[config.mk]
export PLATFORM = sky130hd
export DESIGN_NAME = i2c_ptr_target
export DESIGN_NICKNAME = d
export VERILOG_FILES = /design/src/rtl/i2cpt_pkg.sv /design/src/rtl/i2cpt_edges.sv /design/src/rtl/i2cpt_regs.sv /design/src/rtl/i2cpt_ctrl.sv /design/src/rtl/i2c_ptr_target.sv
export SDC_FILE = /design/constraint.sdc
export NUM_CORES = 1
export LEC_CHECK = 0
export BUFFER_PORTS_ARGS = -buffer_cell sky130_fd_sc_hd__buf_4
export CAP_MARGIN = 20
export CORE_ASPECT_RATIO = 0.9
export CORE_UTILIZATION = 52
export CTS_CLUSTER_DIAMETER = 200
export CTS_CLUSTER_SIZE = 24
export DETAILED_ROUTE_END_ITERATION = 7
export PLACE_DENSITY = 0.76
export SLEW_MARGIN = 5
export SYNTH_ARGS = -nofsm -noshare
export SYNTH_HDL_FRONTEND = slang
export SYNTH_SLANG_ARGS = --single-unit
[constraint.sdc]
create_clock -name clk -period 2.8 [get_ports clk]
set_input_delay 0.56 -clock clk [delete_from_list [all_inputs] [get_ports clk]]
set_output_delay 0.56 -clock clk [all_outputs]
set_load 0.03 [all_outputs]
[src/rtl/i2cpt_pkg.sv]
package i2cpt_pkg;

    typedef enum logic [2:0] {
        ST_IDLE,
        ST_RX,
        ST_ACK,
        ST_TX,
        ST_TXACK
    } state_t;

    typedef enum logic [2:0] {
        K_ADDR,
        K_PTR,
        K_MSB,
        K_LSB,
        K_GC,
        K_IGN
    } kind_t;

    localparam logic [7:0] GC_ADDR  = 8'h00;
    localparam logic [7:0] GC_LATCH = 8'h04;
    localparam logic [7:0] GC_RESET = 8'h06;
    localparam logic [4:0] HS_CODE  = 5'b00001;

    function automatic logic [15:0] por_value(input int idx);
        return 16'h5A00 + 16'(idx);
    endfunction

endpackage

[src/rtl/i2cpt_edges.sv]
module i2cpt_edges (
    input  logic clk,
    input  logic rst,
    input  logic scl_i,
    input  logic sda_i,
    output logic scl_rise,
    output logic scl_fall,
    output logic start_det,
    output logic stop_det
);
    logic scl_q;
    logic sda_q;

    always_ff @(posedge clk) begin
        if (rst) begin
            scl_q <= 1'b1;
            sda_q <= 1'b1;
        end else begin
            scl_q <= scl_i;
            sda_q <= sda_i;
        end
    end

    assign scl_rise  = scl_i & ~scl_q;
    assign scl_fall  = ~scl_i & scl_q;
    assign start_det = scl_i & scl_q & sda_q & ~sda_i;
    assign stop_det  = scl_i & scl_q & ~sda_q & sda_i;

endmodule

[src/rtl/i2cpt_regs.sv]
module i2cpt_regs
    import i2cpt_pkg::*;
#(
    parameter int NUM_REGS = 4,
    parameter int IDX_W    = $clog2(NUM_REGS)
) (
    input  logic             clk,
    input  logic             rst,
    input  logic             clr,
    input  logic             bus_we,
    input  logic [IDX_W-1:0] bus_idx,
    input  logic [15:0]      bus_wdata,
    output logic [15:0]      bus_rdata,
    input  logic             loc_we,
    input  logic [IDX_W-1:0] loc_idx,
    input  logic [15:0]      loc_wdata,
    output logic [15:0]      loc_rdata
);
    logic [15:0] regs [NUM_REGS];

    for (genvar g = 0; g < NUM_REGS; g++) begin : g_reg
        always_ff @(posedge clk) begin
            if (rst || clr) begin
                regs[g] <= por_value(g);
            end else if (bus_we && bus_idx == IDX_W'(g)) begin
                regs[g] <= bus_wdata;
            end else if (loc_we && loc_idx == IDX_W'(g)) begin
                regs[g] <= loc_wdata;
            end
        end
    end

    always_comb begin
        bus_rdata = '0;
        loc_rdata = '0;
        for (int i = 0; i < NUM_REGS; i++) begin
            if (bus_idx == IDX_W'(i)) bus_rdata = regs[i];
            if (loc_idx == IDX_W'(i)) loc_rdata = regs[i];
        end
    end

endmodule

[src/rtl/i2cpt_ctrl.sv]
module i2cpt_ctrl
    import i2cpt_pkg::*;
#(
    parameter int               NUM_REGS   = 4,
    parameter int               IDX_W      = $clog2(NUM_REGS),
    parameter int               PIN_W      = 3,
    parameter logic [6-PIN_W:0] ADDR_FIXED = '1
) (
    input  logic             clk,
    input  logic             rst,
    input  logic             scl_rise,
    input  logic             scl_fall,
    input  logic             start_det,
    input  logic             stop_det,
    input  logic             sda_i,
    input  logic [PIN_W-1:0] pins_i,
    input  logic [15:0]      rd_data,
    output logic [IDX_W-1:0] ptr_o,
    output logic             wr_en_o,
    output logic [15:0]      wr_data_o,
    output logic             clr_o,
    output logic             sda_oe_o,
    output logic             hs_mode_o
);
    state_t           st;
    kind_t            kind;
    logic [7:0]       sh;
    logic [3:0]       cnt;
    logic             full;
    logic             ack_ok;
    logic             go_tx;
    logic [7:0]       msb_q;
    logic             lsb_next;
    logic             acked;
    logic [PIN_W-1:0] pins_q;

    logic [7:0] rx_byte;
    logic [6:0] my_addr;
    logic       dec_ack;
    logic       dec_tx;
    logic       dec_hs;
    kind_t      dec_kind;

    assign rx_byte = {sh[6:0], sda_i};
    assign my_addr = {ADDR_FIXED, pins_q};

    // Decision for the byte that completes on this SCL rising edge
    always_comb begin
        dec_ack  = 1'b0;
        dec_tx   = 1'b0;
        dec_hs   = 1'b0;
        dec_kind = K_IGN;
        case (kind)
            K_ADDR: begin
                if (rx_byte[7:3] == HS_CODE) begin
                    dec_hs = 1'b1;
                end else if (rx_byte[7:1] == my_addr) begin
                    dec_ack  = 1'b1;
                    dec_tx   = rx_byte[0];
                    dec_kind = K_PTR;
                end else if (rx_byte == GC_ADDR) begin
                    dec_ack  = 1'b1;
                    dec_kind = K_GC;
                end
            end
            K_PTR: begin dec_ack = 1'b1; dec_kind = K_MSB; end
            K_MSB: begin dec_ack = 1'b1; dec_kind = K_LSB; end
            K_LSB: begin dec_ack = 1'b1; dec_kind = K_MSB; end
            K_GC:  dec_ack = (rx_byte == GC_LATCH) || (rx_byte == GC_RESET);
            default: ;
        endcase
    end

    always_ff @(posedge clk) begin
        wr_en_o <= 1'b0;
        clr_o   <= 1'b0;
        if (rst) begin
            st        <= ST_IDLE;
            kind      <= K_ADDR;
            sh        <= '0;
            cnt       <= '0;
            full      <= 1'b0;
            ack_ok    <= 1'b0;
            go_tx     <= 1'b0;
            msb_q     <= '0;
            lsb_next  <= 1'b0;
            acked     <= 1'b0;
            ptr_o     <= '0;
            wr_data_o <= '0;
            hs_mode_o <= 1'b0;
            pins_q    <= pins_i;
        end else if (stop_det) begin
            st        <= ST_IDLE;
            hs_mode_o <= 1'b0;
        end else if (start_det) begin
            st   <= ST_RX;
            kind <= K_ADDR;
            cnt  <= '0;
            full <= 1'b0;
        end else begin
            case (st)
                ST_RX: begin
                    if (scl_rise && !full) begin
                        sh  <= rx_byte;
                        cnt <= cnt + 4'd1;
                        if (cnt == 4'd7) begin
                            full   <= 1'b1;
                            ack_ok <= dec_ack;
                            go_tx  <= dec_tx;
                            kind   <= dec_kind;
                            if (dec_hs) hs_mode_o <= 1'b1;
                            case (kind)
                                K_PTR: ptr_o <= IDX_W'(rx_byte % 8'(NUM_REGS));
                                K_MSB: msb_q <= rx_byte;
                                K_LSB: begin
                                    wr_en_o   <= 1'b1;
                                    wr_data_o <= {msb_q, rx_byte};
                                end
                                K_GC: begin
                                    if (rx_byte == GC_LATCH || rx_byte == GC_RESET)
                                        pins_q <= pins_i;
                                    if (rx_byte == GC_RESET) begin
                                        clr_o <= 1'b1;
                                        ptr_o <= '0;
                                    end
                                end
                                default: ;
                            endcase
                        end
                    end else if (scl_fall && full) begin
                        full <= 1'b0;
                        cnt  <= '0;
                        st   <= ack_ok ? ST_ACK : ST_IDLE;
                    end
                end
                ST_ACK: begin
                    if (scl_fall) begin
                        cnt <= '0;
                        if (go_tx) begin
                            st       <= ST_TX;
                            sh       <= rd_data[15:8];
                            lsb_next <= 1'b1;
                        end else begin
                            st <= ST_RX;
                        end
                    end
                end
                ST_TX: begin
                    if (scl_rise) begin
                        cnt <= cnt + 4'd1;
                        if (cnt == 4'd7) full <= 1'b1;
                    end else if (scl_fall) begin
                        if (full) begin
                            full  <= 1'b0;
                            acked <= 1'b0;
                            st    <= ST_TXACK;
                        end else begin
                            sh <= {sh[6:0], 1'b0};
                        end
                    end
                end
                ST_TXACK: begin
                    if (scl_rise) begin
                        if (sda_i) st <= ST_IDLE;
                        else       acked <= 1'b1;
                    end else if (scl_fall && acked) begin
                        st       <= ST_TX;
                        cnt      <= '0;
                        sh       <= lsb_next ? rd_data[7:0] : rd_data[15:8];
                        lsb_next <= ~lsb_next;
                    end
                end
                default: ;
            endcase
        end
    end

    assign sda_oe_o = (st == ST_ACK) || (st == ST_TX && !sh[7]);

endmodule

[src/rtl/i2c_ptr_target.sv]
module i2c_ptr_target
    import i2cpt_pkg::*;
#(
    parameter int               NUM_REGS   = 4,
    parameter int               PIN_W      = 3,
    parameter logic [6-PIN_W:0] ADDR_FIXED = 4'b1001,
    localparam int              IDX_W      = $clog2(NUM_REGS)
) (
    input  logic             clk,
    input  logic             rst,
    input  logic             scl_i,
    input  logic             sda_i,
    output logic             sda_oe,
    input  logic [PIN_W-1:0] addr_pins_i,
    input  logic             loc_we,
    input  logic [IDX_W-1:0] loc_addr,
    input  logic [15:0]      loc_wdata,
    output logic [15:0]      loc_rdata,
    output logic             hs_mode
);
    logic             scl_rise;
    logic             scl_fall;
    logic             start_det;
    logic             stop_det;
    logic [IDX_W-1:0] bus_ptr;
    logic             bus_we;
    logic [15:0]      bus_wdata;
    logic [15:0]      bus_rdata;
    logic             clr;

    i2cpt_edges u_edges (
        .clk       (clk),
        .rst       (rst),
        .scl_i     (scl_i),
        .sda_i     (sda_i),
        .scl_rise  (scl_rise),
        .scl_fall  (scl_fall),
        .start_det (start_det),
        .stop_det  (stop_det)
    );

    i2cpt_ctrl #(
        .NUM_REGS   (NUM_REGS),
        .IDX_W      (IDX_W),
        .PIN_W      (PIN_W),
        .ADDR_FIXED (ADDR_FIXED)
    ) u_ctrl (
        .clk       (clk),
        .rst       (rst),
        .scl_rise  (scl_rise),
        .scl_fall  (scl_fall),
        .start_det (start_det),
        .stop_det  (stop_det),
        .sda_i     (sda_i),
        .pins_i    (addr_pins_i),
        .rd_data   (bus_rdata),
        .ptr_o     (bus_ptr),
        .wr_en_o   (bus_we),
        .wr_data_o (bus_wdata),
        .clr_o     (clr),
        .sda_oe_o  (sda_oe),
        .hs_mode_o (hs_mode)
    );

    i2cpt_regs #(
        .NUM_REGS (NUM_REGS),
        .IDX_W    (IDX_W)
    ) u_regs (
        .clk       (clk),
        .rst       (rst),
        .clr       (clr),
        .bus_we    (bus_we),
        .bus_idx   (bus_ptr),
        .bus_wdata (bus_wdata),
        .bus_rdata (bus_rdata),
        .loc_we    (loc_we),
        .loc_idx   (loc_addr),
        .loc_wdata (loc_wdata),
        .loc_rdata (loc_rdata)
    );

endmodule

======== After elaboration in Yosys (flattened, before gate mapping) ========
Memories as Yosys holds them, arrays and structs flattened.
Index checks and enable logic that the tools add are counted.
operators by class
  multiplexer cells ....................... 124
  equal/unequal tests ..................... 50
  bitwise logic cells ..................... 26
  add/sub/neg operators ................... 1
  reductions and logical operators ........ 55
operators by type and width
  operator            number
  $mux 16             16
  $mux 8              9
  $mux 3              23
  $mux 1              57
  $pmux 8 s4          1
  $mux 4              7
  $reduce_and 7->1    4
  $reduce_bool 2->1   11
  $ne 2x1->1 const B  9
  $ne 3x2->1 const B  6
  $reduce_and 9->1    2
  $eq 8x3->1 const B  2
  $pmux 4 s4          1
  $ne 2x2->1 const B  7
  $eq 3x2->1 const B  4
  $logic_and 1x1->1   12
  $ne 3x3->1 const B  4
  $ne 4x2->1 const B  3
  $pmux 3 s4          1
  $reduce_and 6->1    2
  $not 1->1           11
  $reduce_and 11->1   1
  $reduce_and 5->1    2
  $pmux 3 s3          1
  other kinds (30)    60
storage, ports and cells
  memories kept ........................... 1
  output and inout bits ................... 18
  RAM bits ................................ 64
  bits of input ports ..................... 26
  flip-flop bits (word level) ............. 57
  word-level logic and storage cells ...... 276
memories
  name         words  width  read ports  clocked after Yosys merged registers in  wr ports  RTL line          RTL
  u_regs.regs  4      16     4           0                                        4         i2cpt_regs.sv:19  logic [15:0] regs [NUM_REGS];

======== Depth between registers and ports, before layout ========
Gate-level depths: netlist (run 1).
  word-level depth ........................ 10
  depth in mapped cells ................... 10
  depth with buffers taken out ............ 7

======== Modules after synthesis ========
A second synthesis (run 1) with hierarchy kept.
unflattened totals
  cell total of the unflattened synthesis .. 606
  area, all modules ....................... 6,626.4 um^2
by module, submodules not included
  module       cells each  sequential area each (um^2)  times used  area each (um^2)
  i2cpt_regs   246         1,921.8                      1           3,623.5
  i2cpt_ctrl   352         1,131.1                      1           2,917.8
  i2cpt_edges  8           40.0                         1           85.1

======== Worst setup path after synthesis (run 1) ========
No wires, ideal clock.
  path type ............................... input-to-reg
  start ................................... in scl_i
  end ..................................... reg u_ctrl.sh[5]
  slack ................................... 516 ps
  arrival time ............................ 2,193 ps
  cell stages on the path ................. 9
  setup time .............................. 91 ps
  data required time ...................... 2,709 ps
  buffers on the path ..................... 3
  path through ............................ ha_1 -> clkbuf_1 -> or4bb_1 -> o311ai_0 -> and4_1 -> buf_2 -> buf_4 -> nor2_1 -> a311oi_1
on the way
  longest elaborated chain between the ends .. 5
  elaborated cells between the ends (all ways) .. 19
  classes of those cells .................. eq/ne: 6; bitwise: 10; reduce/logical: 3
ends and longest elaborated chain
  what                                                             RTL line                                                 RTL
  start, declared                                                  i2c_ptr_target.sv:11                                     input logic scl_i,
  $not 1->1 / $and 1x1->1 (equally long branches)                  i2cpt_edges.sv:25, i2cpt_edges.sv:26, i2cpt_edges.sv:27
  $and 1x1->1 (on tied branches)                                   i2cpt_edges.sv:25, i2cpt_edges.sv:26, i2cpt_edges.sv:27
  $logic_and 1x1->1, or another cell as far along                  i2cpt_ctrl.sv:166                                        end else if (scl_fall && acked) begin
  $ne 2x1->1 (no source line) / $not 1->1 (equally long branches)  n/a
  $reduce_and 11->1 (no source line) (*)                           n/a
  end signal, assigned                                             i2cpt_ctrl.sv:141                                        sh <= rd_data[15:8];
  end signal, assigned                                             i2cpt_ctrl.sv:158                                        sh <= {sh[6:0], 1'b0};
  end signal, assigned                                             i2cpt_ctrl.sv:169                                        sh <= lsb_next ? rd_data[7:0] : rd_data[15:8];
  end, declared                                                    i2cpt_ctrl.sv:27                                         logic [7:0] sh;
Every way passes the cells marked *; elsewhere a longest branch is shown, timed or not.
A chain may end at the register's enable or synchronous reset.

======== Worst setup path after layout (run 1) ========
  start ................................... reg u_ctrl.cnt[0]
  end ..................................... reg u_ctrl.wr_data_o[7]
on the way
  longest elaborated chain between the ends .. 2
ends and longest elaborated chain
  what                               RTL line           RTL
  start, declared                    i2cpt_ctrl.sv:28   logic [3:0] cnt;
  start signal, assigned             i2cpt_ctrl.sv:105  cnt <= cnt + 4'd1;
  start signal, assigned             i2cpt_ctrl.sv:150  cnt <= cnt + 4'd1;
  $eq 4x3->1                         i2cpt_ctrl.sv:106  if (cnt == 4'd7) begin
  $reduce_and 6->1 (no source line)  n/a
  end signal, assigned               i2cpt_ctrl.sv:117  wr_data_o <= {msb_q, rx_byte};
  end, declared                      i2cpt_ctrl.sv:20   output logic [15:0] wr_data_o,
Every way passes these cells.

==> metrics.yaml, run 1 <==
status:
  status: "completed"
cells_and_area:
  nets: 624
  diodes: 0
  drive_gt1_frac: 0.231
  layout_commonest_cell: "edfxtp_1"
  nFillCells: 909
  layout_common_cells: "67 x edfxtp_1, 64 x buf_4, 56 x nand2_1"
  area_growth_pct: 16.9
clock_tree:
  cts_sinks: 121
  path_clk_slew_ns: 0.06
  h-tree-depth: 4
  clock_path_buffers: 2
  clk_latency_ns: 0.42
  cts_hold_buffers: 0
  cts_tree: "yes"
  cts_buffers: 17
  cts_root_buf: "clkbuf_16"
  post_cts_resized: 0
  cts_setup_buffers: 0
placement:
  dp_slack_ns: 0.123
  portBuffers: 43
  gp_congestion: 0.924
  dp_hpwl_um: 11500
logic_synthesis:
  syn_nets: 589
  yosysUniqueCellTypes: 62
  yosys.area.top_type: "edfxtp_1"
  avgSynthCellArea_um2: 11.4
  synthFlopType: "edfxtp_1"
  yosysSeqAreaShare: 0.485
  yosys_warnings: 0
  synth_top_area_frac: 0.316
  synth-edff-count: 67
  ys_async_sr_fraction: 0
  synth_area_um2: 6370
  synth.area.top_cells: "edfxtp_1 32%, dfxtp_1 17%, mux4_2 11%, a22o_1 6.0%, nand2_1 3.3%"
  ys_ff_latch: 121
  syn_inst: 559
floorplanning:
  start_util: 0.546
  ios: 44
  coreArea_um2: 11700
  dieArea_um2: 12700
  num_rows: 37
  die_h_um: 107
  die_w_um: 119
route:
  met2_length_um: 8380
  wl_met1_um: 6610
  vias_per_cell: 6.69
  drt_pass1_iterations: 6
  routedWlPerCell_um: 22.4
  drc: 0
  drt-total-wl_um: 17100
  met3_length_um: 1590
  drtIter0Drc: 657
  routed-via-count: 5108
  highest_layer: "met4"
  drtAntennaViolNets: 0
timing:
  clock_skew_ns: 0.00641
  slew_viol_final: 0
  hold_viol_final: 0
  min_period_over_period: 0.872
  period_needed_ns: 2.44
  hold_ws_ns: 0.325
  fin_setup_tns_ns: 0
  setup_viol: 0
  worstMarginPinSlew_ns: 0.656
  fmax_mhz: 409
  max_slew_margin: 0.563
  worst_slack_ns: 0.357
  rsz0062_at_grt: "false"
worst_setup_path:
  r2r_start: "u_ctrl.cnt[0]"
  start_kind: "flop"
  worst-r2r-cell-count: 6
  path_class: "reg2reg"
  cp_data_arrival_time_ns: 2.71
  critPathRequiredTime_ns: 3.07
  crit_path_max_fanout: 17
  critPathCaptureType: "flop"
  cp-startpoint: "u_ctrl.cnt[0]"
power:
  p_per_area_nw_per_um2: 629
  ir_drop_mv: 0.696
  total_leakage_power_nw: 2.46
  total_power_mw: 4.69
global_routing:
  grt_max_degree: 58
  antenna_found_initial: 0
  grt-ovfl-total: 0
  grt_first_pass_wirelength_um: 27100
  grt_pass1_vias: 5072
  track_usage: 0.283
hold_path:
  hp-class: "in2reg"
  hold_start: "addr_pins_i[1]"
  hold_depth: 1
run:
  maxCapViolations: 0
-- sequential cells by signal, indices dropped and copies added, names as in the netlist, 2 cells and up --
register	count
u_ctrl.kind	3
u_ctrl.wr_data_o	16
u_ctrl.ptr_o	2
u_regs.regs	64
u_ctrl.cnt	4
u_ctrl.msb_q	8
u_ctrl.pins_q	3
u_ctrl.st	3
u_ctrl.sh	8
-- worst max-delay path, cell delays in order, from the launching register on --
cell,delay [ns]
dfxtp_1,0.40
ha_1,0.22
nand4b_1,0.26
a2111oi_4,0.59
nand4b_2,0.49
nand2_1,0.24
a21oi_1,0.09
-- kinds of logic (layout without fill, tap and decap cells) --
| group | after synthesis | count (layout) | share of synthesized area |
|---|---|---|---|
| multiplexers | 50 | 50 | 0.138 |
| XOR/XNOR | 5 | 5 | 0.00687 |
| flip-flops | 121 | 121 | 0.485 |
| AND/OR/NAND/NOR | 178 | 178 | 0.146 |
| adder cells (fa/ha/maj) | 4 | 4 | 0.00785 |
| buffers and inverters | 55 | 103 | 0.0395 |
| AO/OA/AOI/OAI | 146 | 146 | 0.177 |
-- synth_stat cells, drive strengths merged (3+ instances only) --
master and number:
nand4b 4, mux2 3, and3 6, edfxtp 67, nor2b 9, or3b 3, clkbuf 29, nand3 14
a22oi 9, nand4 6, a21oi 30, nand2b 4, buf 19, xnor2 4, dfxtp 54, nand2 56
mux4 30, or2 3, and2 3, o221ai 3, o22a 21, nand3b 6, o21ai 13, a311oi 8
ha 4, mux2i 17, inv 7, nor3b 4, a22o 44, nor2 35, nor3 13
-- power by group --
group | switching [mW] | internal, mW | total [mW]
Sequential | 0.0481 | 1.94 | 1.99
Combinational | 0.227 | 0.167 | 0.393
Clock | 0.813 | 1.49 | 2.30
Total | 1.09 | 3.60 | 4.69
-- final cells by class --
| type | count | area [um^2] | share of cell area |
|---|---|---|---|
| Sequential cell | 121 | 3090 | 0.415 |
| Multi-Input combinational cell | 383 | 3030 | 0.406 |
| Timing Repair Buffer | 64 | 480 | 0.0645 |
| Clock buffer | 17 | 425 | 0.0571 |
| Clock inverter | 15 | 203 | 0.0272 |
| Tap cell | 156 | 195 | 0.0262 |
| Inverter | 7 | 26.3 | 0.00353 |
-- stage by stage --
stage / util / cells / instance area [um^2]
2_1_floorplan: - / 559 / 6370
3_3_place_gp: 0.585 / 731 / 6820
3_5_place_dp: 0.585 / 731 / 6820
4_1_cts: 0.639 / 763 / 7450
5_1_grt: 0.639 / 763 / 7450
6_report: 0.639 / 763 / 7450
-- final timing paths --
check / end / slack (ns)
hold / removal: u_ctrl.pins_q[1] / 0.32
setup / recovery: u_ctrl.wr_data_o[7] / 0.36
setup reg to reg: u_ctrl.wr_data_o[7] / 0.36
hold reg to reg: u_ctrl.hs_mode_o / 0.45
-- routing by layer --
| layer | track usage | up-vias |
|---|---|---|
| met1 | 0.365 | 2509 |
| li1 | - | 2263 |
| met3 | 0.0617 | 38 |
| met2 | 0.459 | 298 |
| met5 | 0 | - |
| met4 | 0.130 | 0 |
Note: power is estimated with default switching activity, not from simulation.
==> inputs of run 2 (changes only) <==
PLACE_DENSITY = 0.75   (was 0.76)
TNS_END_PERCENT = 30   (was not set)
==> run 2 against run 1 <==
Net effect: clock skew up 0.00069 ns; worst hold slack worse by 0.0062 ns; design area down 0.54%; worst setup slack better by 0.057 ns; combinational power about the same; count of clock-buffer cells in the layout up 6; die area unchanged; non-clock buffer count unchanged; sequential share of layout area up 0.22 points; critical endpoint is now u_ctrl.cnt[3]; largest cell class unchanged; highest routed layer unchanged.
==> metrics.yaml, run 2 (synthesis results as in run 1) <==
worst_setup_path:
  cp_data_arrival_time_ns: 2.73
  crit_path_max_fanout: 19
  slowest_stage: "xnor2_1"
  start_kind: "flop"
  cp_top_family: "compound AO/OA/AOI/OAI gates"
  cpPeakStageDelay_ns: 0.56
  cp_cell_sequence: "xnor2_1 > o221ai_1 > a2111oi_2 > a41oi_1 > nor3_1"
  critPathRequiredTime_ns: 3.14
  path_class: "reg2reg"
  crit_buf_inv: 0
  critPathCaptureType: "flop"
clock_tree:
  clk_latency_ns: 0.42
  clock_path_buffers: 2
  cts_setup_buffers: 0
  cts_hold_buffers: 0
  cts_buffers: 17
  post_cts_resized: 0
  h-tree-depth: 4
  cts_tree: "yes"
  cts_root_buf: "clkbuf_16"
  cts_sinks: 121
  path_clk_slew_ns: 0.06
cells_and_area:
  layout_common_cells: "67 x edfxtp_1, 64 x buf_4, 56 x nand2_1"
  top_regs: "u_regs.regs (64), u_ctrl.wr_data_o (16)"
  diodes: 0
  postLayoutCellArea_um2: 7410
  nets: 624
  largest_reg_flops: 64
  regMostFlops: "u_regs.regs"
  layout_commonest_cell: "edfxtp_1"
  drive_gt1_frac: 0.231
  area_growth_pct: 16.3
  nFillCells: 931
timing:
  worstMarginPinSlew_ns: 0.681
  setup_viol: 0
  hold_ws_ns: 0.319
  max_slew_margin: 0.546
  min_period_over_period: 0.852
  fmax_mhz: 419
  clock_skew_ns: 0.00709
  slew_viol_final: 0
  fin_setup_tns_ns: 0
  hold_viol_final: 0
  period_needed_ns: 2.39
  rsz0062_at_grt: "false"
run:
  maxCapViolations: 0
status:
  status: "completed"
route:
  drc: 0
  routed-via-count: 5067
  drt_pass1_iterations: 7
  vias_per_cell: 6.64
  drtAntennaViolNets: 0
  drtIter0Drc: 526
  drt-total-wl_um: 16800
  routedWlPerCell_um: 22.0
global_routing:
  grt_pass1_vias: 4977
  grt-ovfl-total: 0
  antenna_found_initial: 0
  track_usage: 0.281
  grtUsageMet1: 0.365
  use_met2: 0.442
  busiest_layer: "met2"
  grt_max_degree: 58
  grt_first_pass_wirelength_um: 26700
  met3_usage: 0.0803
hold_path:
  hp-class: "in2reg"
floorplanning:
  die_h_um: 107
  start_util: 0.546
  coreArea_um2: 11700
  die_w_um: 119
  ios: 44
  num_rows: 37
  dieArea_um2: 12700
placement:
  gp_congestion: 0.976
  placed_area_um2: 6820
  dp_hpwl_um: 11500
  portBuffers: 43
power:
  ir_drop_mv: 0.530
  total_leakage_power_nw: 2.45
  p_per_area_nw_per_um2: 609
## run 2: final timing paths
kind	end	depth (start not counted)	slack [ns]	from
hold / removal	u_ctrl.pins_q[1]	1	0.32	addr_pins_i[1]
setup / recovery	u_ctrl.cnt[3]	5	0.41	u_ctrl.st[1]
hold reg to reg	u_ctrl.hs_mode_o	2	0.46	u_ctrl.hs_mode_o
setup reg to reg	u_ctrl.cnt[3]	5	0.41	u_ctrl.st[1]
## run 2: area by class of cell
class	instances	area (um^2)	area share
sequential	121	3090	0.417
multi-input combinational	383	3030	0.409
clock buffer	23	532	0.0718
timing repair buffer	64	480	0.0648
tap	156	195	0.0263
clock inverter	9	56.3	0.00760
inverter	7	26.3	0.00355
## run 2: stage by stage
stage / utilization / power (mW) / setup slack (ns) / std cells
after detailed placement: 0.585 / 2.41 / 0.0913 / 731
after global placement: 0.585 / 2.39 / 0.290 / 731
after floorplan: - / 2.26 / 0.516 / 559
final: 0.635 / 4.51 / 0.415 / 763
after global routing: 0.635 / 4.64 / 0.210 / 763
after CTS: 0.635 / 4.52 / 0.410 / 763
## run 2: where the power goes
group          internal [mW]  total [mW]  switching (mW)
Clock                   1.33        2.13           0.798
Combinational          0.167       0.393           0.226
Sequential              1.94        1.99          0.0456
Total                   3.44        4.51            1.07
## run 2: layer usage
| metal | part of all wire | vias up |
|---|---|---|
| li1 | - | 2258 |
| met1 | 0.39 | 2492 |
| met2 | 0.49 | 279 |
| met3 | 0.095 | 38 |
| met4 | 0.025 | 0 |
| met5 | 0 | - |
==> inputs of run 3 (changes only) <==
PLACE_DENSITY = 0.7   (was 0.75)
==> run 3 against run 2 <==
Net effect: clock power is essentially flat; worst setup slack lost 0.048 ns; combinational power grew 2%; critical path depth grew 3; clock skew is essentially flat; wire length grew 1.4%; die area is the same; via count shrank 0.36%; sequential power is essentially flat; largest cell class unchanged.
==> metrics.yaml, run 3 (synthesis results as in run 1) <==
status:
  status: "completed"
route:
  vias_per_cell: 6.58
  drtAntennaViolNets: 0
  drt_pass1_iterations: 5
  drc: 0
  routedWlPerCell_um: 22.2
  routed-via-count: 5049
  drt-total-wl_um: 17000
  drtIter0Drc: 516
timing:
  worstMarginPinSlew_ns: 0.650
  fin_setup_tns_ns: 0
  max_slew_margin: 0.560
  hold_ws_ns: 0.325
  fmax_mhz: 411
  setup_viol: 0
  clock_skew_ns: 0.00714
  hold_viol_final: 0
  min_period_over_period: 0.869
  period_needed_ns: 2.43
  rsz0062_at_grt: "false"
  slew_viol_final: 0
worst_setup_path:
  start_kind: "flop"
  r2r_slack_ns: 0.37
  cp_data_arrival_time_ns: 2.74
  crit_path_max_fanout: 16
  worst-r2r-cell-count: 8
  critPathCaptureType: "flop"
  path_class: "reg2reg"
  critPathRequiredTime_ns: 3.11
cells_and_area:
  seqCellArea_um2: 3090
  multiInputGateArea_um2: 3030
  largest_reg_flops: 64
  layout_common_cells: "67 x edfxtp_1, 66 x buf_4, 56 x nand2_1"
  nFillCells: 924
  layout_commonest_cell: "edfxtp_1"
  top_regs: "u_regs.regs (64), u_ctrl.wr_data_o (16)"
  postLayoutCellArea_um2: 7470
  nets: 628
  drive_gt1_frac: 0.234
  area_growth_pct: 17.2
  diodes: 0
  regMostFlops: "u_regs.regs"
floorplanning:
  coreArea_um2: 11700
  die_h_um: 107
  dieArea_um2: 12700
  ios: 44
  start_util: 0.546
  die_w_um: 119
  num_rows: 37
clock_tree:
  clock_path_buffers: 2
  cts_root_buf: "clkbuf_16"
  h-tree-depth: 4
  post_cts_resized: 0
  cts_tree: "yes"
  cts_sinks: 121
  clk_latency_ns: 0.42
  cts_hold_buffers: 0
  path_clk_slew_ns: 0.05
  cts_buffers: 17
  cts_setup_buffers: 0
placement:
  gp_congestion: 0.888
  dp_hpwl_um: 11500
  placed_area_um2: 6880
  portBuffers: 43
global_routing:
  grt_pass1_vias: 4888
  grt_max_degree: 58
  track_usage: 0.282
  met3_usage: 0.0734
  grt_first_pass_wirelength_um: 26700
  grt-ovfl-total: 0
  busiest_layer: "met2"
  grtUsageMet1: 0.377
  antenna_found_initial: 0
  use_met2: 0.437
power:
  p_per_area_nw_per_um2: 608
  ir_drop_mv: 0.506
  total_leakage_power_nw: 2.48
run:
  maxCapViolations: 0
hold_path:
  hold_depth: 1
  hp-class: "in2reg"
## run 3: cell types whose count changed in the layout (fill, tap and decap cells not counted), sizes merged
cell      change
buf           +4
clkbuf        +3
clkinvlp      -2
inv           -2
clkinv        +1
## run 3: final cells by class
cell class | instances | area share
flip-flops and latches | 121 | 0.414
multi-input cells | 383 | 0.405
clock buffers | 26 | 0.0754
repair buffers | 68 | 0.0717
well taps | 156 | 0.0261
clock inverters | 6 | 0.00402
inverters | 7 | 0.00352
## run 3: stage by stage
step / worst slack, ns / cells / util / power, mW
floorplan: 0.516 / 559 / - / 2.26
global placement: 0.257 / 735 / 0.590 / 2.41
detailed placement: 0.161 / 735 / 0.590 / 2.42
CTS: 0.371 / 767 / 0.640 / 4.54
global route: 0.207 / 767 / 0.640 / 4.66
finish: 0.367 / 767 / 0.640 / 4.54
## run 3: routing by layer
| layer | part of all wire | routed length (um) |
|---|---|---|
| met1 | 0.42 | 7130 |
| met2 | 0.47 | 8070 |
| met3 | 0.087 | 1490 |
| met4 | 0.020 | 342 |
| met5 | 0 | 0 |
## run 3: report_power, final
| part | switching [mW] | total [mW] | internal [mW] |
|---|---|---|---|
| clock | 0.773 | 2.15 | 1.38 |
| sequential | 0.0461 | 1.99 | 1.94 |
| combinational | 0.227 | 0.401 | 0.174 |
| total | 1.05 | 4.54 | 3.49 |
## run 3: critical path: stages (launching register included)
cell and delay (ns):
dfxtp_1 0.35, inv_1 0.05, ha_1 0.19, buf_4 0.16, or4bb_1 0.46, o311ai_0 0.09
and4_1 0.60, nor2_1 0.11, a311oi_1 0.31
## run 3: final timing paths
path,startpoint,to
setup / recovery,u_edges.scl_q,u_ctrl.sh[0]
hold / removal,addr_pins_i[1],u_ctrl.pins_q[1]
setup reg to reg,u_edges.scl_q,u_ctrl.sh[0]
hold reg to reg,u_ctrl.hs_mode_o,u_ctrl.hs_mode_o
